**src/rtl/pcnt_pkg.sv**
```systemverilog
package pcnt_pkg;
  typedef enum logic [1:0] {
    MODE_QUAD = 2'd0,
    MODE_PDIR = 2'd1,
    MODE_UP   = 2'd2,
    MODE_DOWN = 2'd3
  } cnt_mode_e;

  localparam logic [1:0] ADDR_POS  = 2'd0;
  localparam logic [1:0] ADDR_CEIL = 2'd1;
  localparam logic [1:0] ADDR_DEC  = 2'd2;
  localparam logic [1:0] ADDR_CTL  = 2'd3;

  localparam int MODE_LSB = 14;
  localparam int EDGE_BIT = 11;
  localparam int EN_BIT   = 3;
  localparam int ERR_BIT  = 15;

  localparam int LINE_A = 0;
  localparam int LINE_B = 1;
endpackage

```
**src/rtl/pcnt_sync_edge.sv**
```systemverilog
module pcnt_sync_edge #(
  parameter int N      = 2,
  parameter int STAGES = 2
) (
  input  logic         clk_i,
  input  logic         rst_ni,
  input  logic [N-1:0] raw_i,
  output logic [N-1:0] lvl_o,
  output logic [N-1:0] prev_o
);
  for (genvar g = 0; g < N; g++) begin : g_line
    logic [STAGES-1:0] sh_q;
    logic              pv_q;
    always_ff @(posedge clk_i or negedge rst_ni) begin
      if (!rst_ni) begin
        sh_q <= '0;
        pv_q <= 1'b0;
      end else begin
        sh_q <= {sh_q[STAGES-2:0], raw_i[g]};
        pv_q <= sh_q[STAGES-1];
      end
    end
    assign lvl_o[g]  = sh_q[STAGES-1];
    assign prev_o[g] = pv_q;
  end
endmodule

```
**src/rtl/pcnt_decode.sv**
```systemverilog
module pcnt_decode
  import pcnt_pkg::*;
(
  input  cnt_mode_e  mode_i,
  input  logic       both_i,
  input  logic       en_i,
  input  logic [1:0] cur_i,
  input  logic [1:0] prev_i,
  output logic       inc_o,
  output logic       dec_o,
  output logic       illegal_o
);
  logic a_ch, b_ch, a_rise, a_ev, quad_up;

  assign a_ch   = cur_i[LINE_A] ^ prev_i[LINE_A];
  assign b_ch   = cur_i[LINE_B] ^ prev_i[LINE_B];
  assign a_rise = cur_i[LINE_A] & ~prev_i[LINE_A];
  assign a_ev   = both_i ? a_ch : a_rise;
  // forward order 00->10->11->01 : new A differs from old B
  assign quad_up = cur_i[LINE_A] ^ prev_i[LINE_B];

  always_comb begin
    inc_o     = 1'b0;
    dec_o     = 1'b0;
    illegal_o = 1'b0;
    if (en_i) begin
      unique case (mode_i)
        MODE_QUAD: begin
          if (a_ch && b_ch) illegal_o = 1'b1;
          else if (a_ch || b_ch) begin
            inc_o = quad_up;
            dec_o = ~quad_up;
          end
        end
        MODE_PDIR: begin
          inc_o = a_rise & cur_i[LINE_B];
          dec_o = a_rise & ~cur_i[LINE_B];
        end
        MODE_UP:   inc_o = a_ev;
        MODE_DOWN: dec_o = a_ev;
        default: ;
      endcase
    end
  end
endmodule

```
**src/rtl/pcnt_regs.sv**
```systemverilog
module pcnt_regs
  import pcnt_pkg::*;
#(
  parameter int DATA_W = 32
) (
  input  logic              clk_i,
  input  logic              rst_ni,
  input  logic              wr_i,
  input  logic [1:0]        addr_i,
  input  logic [DATA_W-1:0] wdata_i,
  output cnt_mode_e         mode_o,
  output logic              both_o,
  output logic              en_o,
  output logic [DATA_W-1:0] ceil_o
);
  always_ff @(posedge clk_i or negedge rst_ni) begin
    if (!rst_ni) begin
      mode_o <= MODE_QUAD;
      both_o <= 1'b0;
      en_o   <= 1'b0;
      ceil_o <= '1;
    end else if (wr_i) begin
      unique case (addr_i)
        ADDR_CEIL: ceil_o <= wdata_i;
        ADDR_DEC: begin
          mode_o <= cnt_mode_e'(wdata_i[MODE_LSB +: 2]);
          both_o <= wdata_i[EDGE_BIT];
        end
        ADDR_CTL: en_o <= wdata_i[EN_BIT];
        default: ;
      endcase
    end
  end
endmodule

```
**src/rtl/pcnt_position.sv**
```systemverilog
module pcnt_position #(
  parameter int W = 32
) (
  input  logic         clk_i,
  input  logic         rst_ni,
  input  logic         load_i,
  input  logic [W-1:0] load_val_i,
  input  logic [W-1:0] ceil_i,
  input  logic         inc_i,
  input  logic         dec_i,
  output logic [W-1:0] pos_o
);
  logic load_ok;
  assign load_ok = load_i && (load_val_i <= ceil_i);

  always_ff @(posedge clk_i or negedge rst_ni) begin
    if (!rst_ni)       pos_o <= '0;
    else if (load_ok)  pos_o <= load_val_i;
    else if (inc_i)    pos_o <= (pos_o == ceil_i) ? '0 : pos_o + 1'b1;
    else if (dec_i)    pos_o <= (pos_o == '0) ? ceil_i : pos_o - 1'b1;
  end
endmodule

```
**src/rtl/pcnt_top.sv**
```systemverilog
module pcnt_top
  import pcnt_pkg::*;
#(
  parameter int DATA_W = 32,
  parameter int SYNC_STAGES = 2
) (
  input  logic              clk_i,
  input  logic              rst_ni,
  input  logic              a_i,
  input  logic              b_i,
  input  logic              wr_i,
  input  logic [1:0]        addr_i,
  input  logic [DATA_W-1:0] wdata_i,
  output logic [DATA_W-1:0] rd_data_o
);
  localparam int LINES = 2;

  cnt_mode_e         mode;
  logic              both, cnt_en;
  logic [DATA_W-1:0] ceil_q, pos_q;
  logic [LINES-1:0]  lvl, prev;
  logic              inc, dec, illegal, err_q, wr_pos;

  pcnt_sync_edge #(.N(LINES), .STAGES(SYNC_STAGES)) u_sync (
    .clk_i, .rst_ni,
    .raw_i  ({b_i, a_i}),
    .lvl_o  (lvl),
    .prev_o (prev)
  );

  pcnt_regs #(.DATA_W(DATA_W)) u_regs (
    .clk_i, .rst_ni, .wr_i, .addr_i, .wdata_i,
    .mode_o (mode),
    .both_o (both),
    .en_o   (cnt_en),
    .ceil_o (ceil_q)
  );

  pcnt_decode u_dec (
    .mode_i    (mode),
    .both_i    (both),
    .en_i      (cnt_en),
    .cur_i     (lvl),
    .prev_i    (prev),
    .inc_o     (inc),
    .dec_o     (dec),
    .illegal_o (illegal)
  );

  assign wr_pos = wr_i && (addr_i == ADDR_POS);

  pcnt_position #(.W(DATA_W)) u_pos (
    .clk_i, .rst_ni,
    .load_i     (wr_pos),
    .load_val_i (wdata_i),
    .ceil_i     (ceil_q),
    .inc_i      (inc),
    .dec_i      (dec),
    .pos_o      (pos_q)
  );

  always_ff @(posedge clk_i or negedge rst_ni) begin
    if (!rst_ni)      err_q <= 1'b0;
    else if (illegal) err_q <= 1'b1;
  end

  always_comb begin
    rd_data_o = '0;
    unique case (addr_i)
      ADDR_POS:  rd_data_o = pos_q;
      ADDR_CEIL: rd_data_o = ceil_q;
      ADDR_DEC: begin
        rd_data_o[MODE_LSB +: 2] = mode;
        rd_data_o[EDGE_BIT]      = both;
      end
      ADDR_CTL: begin
        rd_data_o[EN_BIT]  = cnt_en;
        rd_data_o[ERR_BIT] = err_q;
      end
      default: ;
    endcase
  end
endmodule

```
**config.mk**
```make
export PLATFORM = sky130hd
export DESIGN_NAME = pcnt_top
export DESIGN_NICKNAME = d
export VERILOG_FILES = /design/src/rtl/pcnt_pkg.sv /design/src/rtl/pcnt_sync_edge.sv /design/src/rtl/pcnt_decode.sv /design/src/rtl/pcnt_regs.sv /design/src/rtl/pcnt_position.sv /design/src/rtl/pcnt_top.sv
export SDC_FILE = /design/constraint.sdc
export NUM_CORES = 1
export LEC_CHECK = 0
export ABC_CLOCK_PERIOD_IN_PS = 5800
export BUFFER_PORTS_ARGS = -buffer_cell sky130_fd_sc_hd__buf_2
export CORE_MARGIN = 2
export CORE_UTILIZATION = 40
export CTS_CLUSTER_DIAMETER = 50
export DETAILED_ROUTE_END_ITERATION = 7
export GPL_ROUTABILITY_DRIVEN = 0
export PLACE_DENSITY_LB_ADDON = 0.3
export SYNTH_ARGS = -nofsm -noshare
export SYNTH_HDL_FRONTEND = slang
export SYNTH_SLANG_ARGS = --single-unit
```
**constraint.sdc**
```tcl
create_clock -name clk_i -period 5.8 [get_ports clk_i]
set_input_delay 0.29 -clock clk_i [delete_from_list [all_inputs] [get_ports clk_i]]
set_output_delay 0.29 -clock clk_i [all_outputs]
set_load 0.01 [all_outputs]
```
==> results.sh, run 1 <==
export IMPL_synth_area_leader_cell="dfrtp_1"
export IMPL_layout_commonest_cell="buf_2"
export IMPL_cp_common_cell="mux2_2"
export IMPL_h_tree_depth=3
export IMPL_yosysUniqueCellTypes=75
export IMPL_fin_area_mm2=0.00766
export IMPL_maxCapViolCount=0
export IMPL_power_uw=2990
export IMPL_initial_core_util_pct=40.6
export IMPL_grt_pass1_vias=5923
export IMPL_area_delta_synth_final_pct=9.89
export IMPL_postCtsHoldBufs=0
export IMPL_ir_drop_mv=0.168
export IMPL_min_period_ns=4.37
export IMPL_cts_tree="done"
export IMPL_cp_top_family="multiplexers"
export IMPL_setup_violations=0
export IMPL_die_h_um=136
export IMPL_netlist_area_leader_share_pct=15.4
export IMPL_cts_setup_buffers=0
export IMPL_ys_flop_type="dfrtp_1"
export IMPL_cts_sinks=75
export IMPL_numCtsBuffers=9
export IMPL_switching_share_pct=46.1
export IMPL_cp_arrival_ns=4.62
export IMPL_antenna_found_initial=0
export IMPL_ys_seq_area_share_pct=27.5
export IMPL_yosys_warnings=0
export IMPL_crit_chain="ha_1 -> xnor2_1 -> mux2_2 -> o21ai_1 -> nand2_1 -> mux2_2 -> mux2_4"
export IMPL_path_clk_slew_ns=0.07
export IMPL_grt_first_pass_wirelength_mm=34.3
export IMPL_synth_area_mm2=0.00697
export IMPL_timing_hold_ws_ns=0.0350
export IMPL_leakage_uw=0.00332
export IMPL_diodes=0
export IMPL_required_ns=6.04
export IMPL_remaining_drc_errors=0
export IMPL_clock_path_buffers=2
export IMPL_numPortBuffers=70
export IMPL_intPower_uw=1610
export IMPL_placed_area_mm2=0.00737
export IMPL_critPathBufInv=0
export IMPL_wirelength_mm=21.9
export IMPL_place_hpwl_mm=15.3
export IMPL_p_seq_share_pct=38.2
export IMPL_dr_pass1_iters=5
export IMPL_viasPerCell=5.96
export IMPL_cp_max_fo=32
export IMPL_synthArstFlopShare_pct=100
export IMPL_relSlewSlack_pct=19.2
export IMPL_synth_edf_count=0
export IMPL_hold_viol=0
export IMPL_dr_total_vias=6307
export IMPL_dieArea_mm2=0.0185
export IMPL_syn_inst=810
export IMPL_io_pins=71
export IMPL_crit_path_start_kind="flop"
export IMPL_syn_nets=885
export IMPL_fin_tns_setup_ns=0
export IMPL_fmax_mhz=229
export IMPL_criticalPathCategory="reg -> reg"
export IMPL_fin_util_pct=44.6
export IMPL_fin_crit_sh_pct=75.4
export IMPL_grt_util_all_layers_pct=24.0
export IMPL_drv_slew=0
export IMPL_tightest_slew_ns=1.20
export IMPL_worst_clock_skew_ns=0.00742
export IMPL_postRouteAntennaNets=0
export IMPL_die_width_um=136
export IMPL_drtIter0Drc=667
export IMPL_clock_tree_root_cell="clkbuf_16"
export IMPL_synth_area_leaders="dfrtp_1, dfstp_2, mux2_2, ha_1, xor2_1"
export IMPL_drive_gt1_share_pct=24.3
export IMPL_pwr_density_cell_mw_per_mm2=390
export IMPL_wl_per_cell_um=20.7
export IMPL_slowest_stage="nand2_1"
export IMPL_slowest_delay_ns=1.03
export IMPL_core_mm2=0.0172
export IMPL_grt_max_degree=76
export IMPL_clock_latency_ns=0.36
export IMPL_p_clk_share_pct=19.2
export IMPL_row_count=48
export IMPL_cts_resized_gates=0
export IMPL_switchingPower_uw=1380
export IMPL_power_frac_comb_pct=42.6
export IMPL_layout_nets=904
export IMPL_grt_overflow_total=0
export IMPL_worstSetupEndpointType="flop"
export IMPL_outcome="completed"
export IMPL_mostFrequentLayoutCells="buf_2, inv_1, nor2_1"
export IMPL_avgSynthCellArea_um2=8.61
export IMPL_worstHoldPathType="in -> reg"
export IMPL_ys_ff_latch=75
export IMPL_rsz0062_at_grt="no"
## power groups by stage
stage / sequential (uW) / clock, uW / combinational [uW]
floorplan: 805 / 0 / 1240
global placement: 1130 / 0 / 1250
detailed placement: 1140 / 0 / 1260
CTS: 1130 / 583 / 1270
global route: 1180 / 606 / 1410
finish: 1140 / 574 / 1270
## layer usage
layer / vias to the layer above / global-route usage, % / wire (um)
met5: - / 0 / 0
met4: 0 / 8.22 / 501
met3: 36 / 4.74 / 1550
met2: 240 / 36.2 / 9810
met1: 3035 / 34.2 / 10000
li1: 2996 / - / -
## synth_stat cells, types with 13 or more instances
| master | number |
|---|---|
| inv_1 | 53 |
| o21ai_0 | 42 |
| o211ai_1 | 13 |
| a211o_1 | 13 |
| nand4_1 | 17 |
| nand3_1 | 17 |
| nor4_1 | 29 |
| xnor2_1 | 18 |
| mux2_2 | 49 |
| a21oi_1 | 47 |
| dfstp_2 | 32 |
| nand2_1 | 40 |
| xor2_1 | 45 |
| buf_2 | 15 |
| nor3_1 | 20 |
| dfrtp_1 | 43 |
| mux2i_1 | 35 |
| ha_1 | 36 |
| clkbuf_1 | 44 |
| nor2_1 | 51 |
## final timing paths
kind	from	endpoint	slack [ns]	depth (start not counted)
worst max-delay path	u_sync.g_line[0].sh_q[1]$_DFF_PN0_	u_pos.pos_o[3]$_DFFE_PN0P_	1.43	7
worst min-delay path	a_i	u_sync.g_line[0].sh_q[0]$_DFF_PN0_	0.04	1
worst max register to register	u_sync.g_line[0].sh_q[1]$_DFF_PN0_	u_pos.pos_o[3]$_DFFE_PN0P_	1.43	7
worst min register to register	u_sync.g_line[0].sh_q[0]$_DFF_PN0_	u_sync.g_line[0].sh_q[1]$_DFF_PN0_	0.35	0
max in group asynchronous	rst_ni	u_pos.pos_o[27]$_DFFE_PN0P_	5.04	1
min in group asynchronous	rst_ni	u_pos.pos_o[8]$_DFFE_PN0P_	0.11	1
## final cells by class
class	instances	area (um2)
clock buffer	9	225
sequential	75	1920
multi-input combinational	611	4550
timing repair buffer	79	420
clock inverter	7	65.1
inverter	53	199
tap	225	282
fill	1745	9520
## worst reg2reg max path, delay by kind of cell, from the launching register on
family | cells | cell delay (ns)
AO/OA/AOI/OAI | 1 | 0.93
XOR/XNOR | 1 | 0.29
multiplexers | 3 | 1.22
AND/OR/NAND/NOR | 1 | 1.04
flip-flops | 1 | 0.43
adder cells (fa/ha/maj) | 1 | 0.36
## registers in the layout (all words and copies together) (netlist names)
signal	cells
u_regs.en_o	1
u_pos.pos_o	32
u_sync.g_line.sh_q	4
u_regs.ceil_o	32
u_sync.g_line.pv_q	2
err_q	1
u_regs.both_o	1
u_regs.mode_o	2
## stage by stage
step	cells	setup slack, ns
2_1_floorplan	810	2.93
3_3_place_gp	1043	1.61
3_5_place_dp	1043	1.56
4_1_cts	1059	1.53
5_1_grt	1059	1.28
6_report	1059	1.43
## kinds of logic (layout without fill, tap and decap cells)
logic type                 Yosys count  in the layout  share of synthesized area, %
xor gates and xnor gates            63             63                          7.92
muxes                               86             86                          13.5
and+or+nand+nor                    240            240                          19.8
DFF                                 75             75                          27.5
AOI/OAI and AO/OA                  186            186                          17.4
buffers and inverters              124            148                          7.45
adders and majority gates           36             36                          6.46
(Power assumes the default switching activity.)
==> run 2: changes to the inputs <==
--- a/config.mk
+++ b/config.mk
@@ -5,7 +5,8 @@
 export SDC_FILE = /design/constraint.sdc
 export NUM_CORES = 1
 export LEC_CHECK = 0
-export ABC_CLOCK_PERIOD_IN_PS = 5800
+export ABC_AREA = 1
+export ABC_CLOCK_PERIOD_IN_PS = 3800
 export BUFFER_PORTS_ARGS = -buffer_cell sky130_fd_sc_hd__buf_2
 export CORE_MARGIN = 2
 export CORE_UTILIZATION = 40
==> constraint.sdc (replaced) <==
create_clock -name clk_i -period 3.8 [get_ports clk_i]
set_input_delay 0.19 -clock clk_i [delete_from_list [all_inputs] [get_ports clk_i]]
set_output_delay 0.19 -clock clk_i [all_outputs]
set_load 0.01 [all_outputs]
==> run 2 against run 1 <==
Worst setup slack worse by 0.86 ns. Clock skew increased by 0.0063 ns. Cell count up 41%. Clock power grew 76%. Total power grew 65%. Hold slack worse by 0.018 ns. Final area grew 8.7%. First-iteration DRC count is 2.1% higher. Die area increased by 9.9%. Critical path type unchanged. Largest cell class unchanged.
==> results.sh, run 2 <==
export IMPL_grt_max_degree=76
export IMPL_crit_path_start_kind="flop"
export IMPL_cp_max_fo=23
export IMPL_synth_area_leaders="nand2_1, dfrtp_1, dfstp_2, nand3_1, nor2_1"
export IMPL_grt_pass1_vias=7683
export IMPL_largestRegisters="u_pos.pos_o (32), u_regs.ceil_o (32), u_sync.g_line.sh_q (4)"
export IMPL_dr_pass1_iters=5
export IMPL_ff_latch_area_mm2=0.00192
export IMPL_layout_nets=1326
export IMPL_antenna_found_initial=0
export IMPL_outcome="completed"
export IMPL_synth_edf_count=0
export IMPL_avgSynthCellArea_um2=6.28
export IMPL_cp_top_family="simple AND/OR/NAND/NOR gates"
export IMPL_netlist_area_leader_share_pct=18.5
export IMPL_synth_area_leader_cell="nand2_1"
export IMPL_path_clk_slew_ns=0.07
export IMPL_worstHoldPathType="in -> async"
export IMPL_yosys_warnings=0
export IMPL_fin_crit_sh_pct=85.2
export IMPL_ir_drop_mv=0.243
export IMPL_die_h_um=143
export IMPL_setup_violations=0
export IMPL_hold_viol=0
export IMPL_min_period_ns=3.24
export IMPL_mostFrequentLayoutCells="nand2_1, nor2_1, inv_1"
export IMPL_fillerInstances=2058
export IMPL_worstSetupEndpointType="flop"
export IMPL_remaining_drc_errors=0
export IMPL_pwr_density_cell_mw_per_mm2=593
export IMPL_numCtsBuffers=9
export IMPL_cts_resized_gates=0
export IMPL_postRouteAntennaNets=0
export IMPL_grt_overflow_total=0
export IMPL_fin_util_pct=44.4
export IMPL_die_width_um=143
export IMPL_slowest_stage="dfstp_2"
export IMPL_crit_chain="inv_1 -> ha_1 -> nand2_1 -> nor2_1 -> nand4_1 -> nor3b_2 -> nand2_1 -> nand2_1 -> nand2_2 -> nand2_2 -> nand2_2 -> nor2_1 -> nor2_1"
export IMPL_synth_top_cells_by_count="nand2_1, nor2_1, inv_1"
export IMPL_rsz0062_at_grt="no"
export IMPL_fin_tns_setup_ns=0
export IMPL_ys_ff_latch=75
export IMPL_place_hpwl_mm=18.9
export IMPL_synth_area_mm2=0.00768
export IMPL_wirelength_mm=25.5
export IMPL_grt_util_all_layers_pct=25.6
export IMPL_syn_inst=1224
export IMPL_yosysMostFrequentCell="nand2_1"
export IMPL_drtIter0Drc=681
export IMPL_grt_first_pass_wirelength_mm=40.7
export IMPL_yosysUniqueCellTypes=42
export IMPL_layout_commonest_cell="nand2_1"
export IMPL_area_delta_synth_final_pct=8.37
export IMPL_io_pins=71
export IMPL_initial_core_util_pct=40.9
export IMPL_dieArea_mm2=0.0203
export IMPL_multiInputGateArea_mm2=0.00483
export IMPL_numPortBuffers=70
export IMPL_worst_clock_skew_ns=0.0137
export IMPL_core_mm2=0.0188
export IMPL_critPathBufInv=1
export IMPL_drv_slew=0
export IMPL_criticalPathCategory="reg -> reg"
export IMPL_clock_latency_ns=0.36
export IMPL_viasPerCell=5.45
export IMPL_synthArstFlopShare_pct=100
export IMPL_cp_arrival_ns=3.47
export IMPL_clock_tree_root_cell="clkbuf_16"
export IMPL_required_ns=4.04
export IMPL_tightest_slew_ns=1.23
export IMPL_ys_seq_area_share_pct=25.0
export IMPL_syn_nets=1299
export IMPL_wl_per_cell_um=17.1
export IMPL_relSlewSlack_pct=17.9
export IMPL_cts_sinks=75
export IMPL_cts_tree="done"
export IMPL_row_count=50
export IMPL_maxCapViolCount=0
export IMPL_fmax_mhz=309
export IMPL_drive_gt1_share_pct=15.5
export IMPL_ys_flop_type="dfrtp_1"
export IMPL_slowest_delay_ns=0.58
export IMPL_diodes=0
export IMPL_dr_total_vias=8117
export IMPL_leakage_uw=0.00409
export IMPL_clock_path_buffers=2
export IMPL_h_tree_depth=3
==> run 2: metrics by stage <==
stage          cell area, um2  hold WS (ns)  power [uW]  worst slack (ns)  cells
6_report                 8330        0.0172        4940             0.562   1490
3_5_place_dp             7970         0.300        3870             0.621   1472
5_1_grt                  8330         0.105        5310             0.384   1490
3_3_place_gp             7970         0.300        3860             0.726   1472
2_1_floorplan            7680        -0.106        3350              1.68   1224
4_1_cts                  8330        0.0619        4890             0.603   1490
==> run 2: path summary, 6_finish.rpt <==
kind / slack (ns) / cells past startpoint / endpoint / start
max: 0.56 / 13 / u_pos.pos_o[22]$_DFFE_PN0P_ / u_regs.ceil_o[22]$_DFFE_PN1P_
min: 0.02 / 1 / u_regs.en_o$_DFFE_PN0P_ / rst_ni
max reg2reg: 0.56 / 13 / u_pos.pos_o[22]$_DFFE_PN0P_ / u_regs.ceil_o[22]$_DFFE_PN1P_
min reg2reg: 0.35 / 0 / u_sync.g_line[1].sh_q[1]$_DFF_PN0_ / u_sync.g_line[1].sh_q[0]$_DFF_PN0_
max in group asynchronous: 3.11 / 1 / u_pos.pos_o[26]$_DFFE_PN0P_ / rst_ni
min in group clk_i: 0.08 / 3 / u_regs.ceil_o[2]$_DFFE_PN1P_ / wdata_i[2]
==> run 2: kinds of logic (layout without fill, tap and decap cells) <==
logic type      after synthesis  count (layout)  share of synthesized area [%]
compound gates              139             139                           10.6
xor+xnor                     41              41                           4.67
fa+ha+maj                    36              36                           5.86
buf+inv                     202             234                           12.2
flops                        75              75                           25.0
simple gates                731             731                           41.7
==> run 2: cell type report <==
cell class | instances | area share (%)
sequential | 75 | 23.0
timing repair buffer | 78 | 5.02
clock buffer | 10 | 2.87
multi-input combinational | 947 | 58.1
inverter | 140 | 6.36
clock inverter | 6 | 1.16
tap | 234 | 3.52
==> run 2: repair_timing <==
item                                    CTS  global route
hold buffers                              2             0
setup buffers                             0             0
endpoints found under the hold margin     2             0
endpoints found under the setup margin    0             0
==> run 2: routing by layer <==
metal,GRT usage [%],wire [um]
met5,0,0
met2,41.8,11700
met1,35.0,11700
met4,9.54,660
met3,2.79,1480
==> run 2: power breakdown <==
| part | internal, uW | total (uW) | leakage [uW] | switching (uW) |
|---|---|---|---|---|
| combinational | 831 | 2340 | 0.00310 | 1510 |
| sequential | 1060 | 1590 | 0.000828 | 530 |
| clock | 602 | 1010 | 0.000161 | 409 |
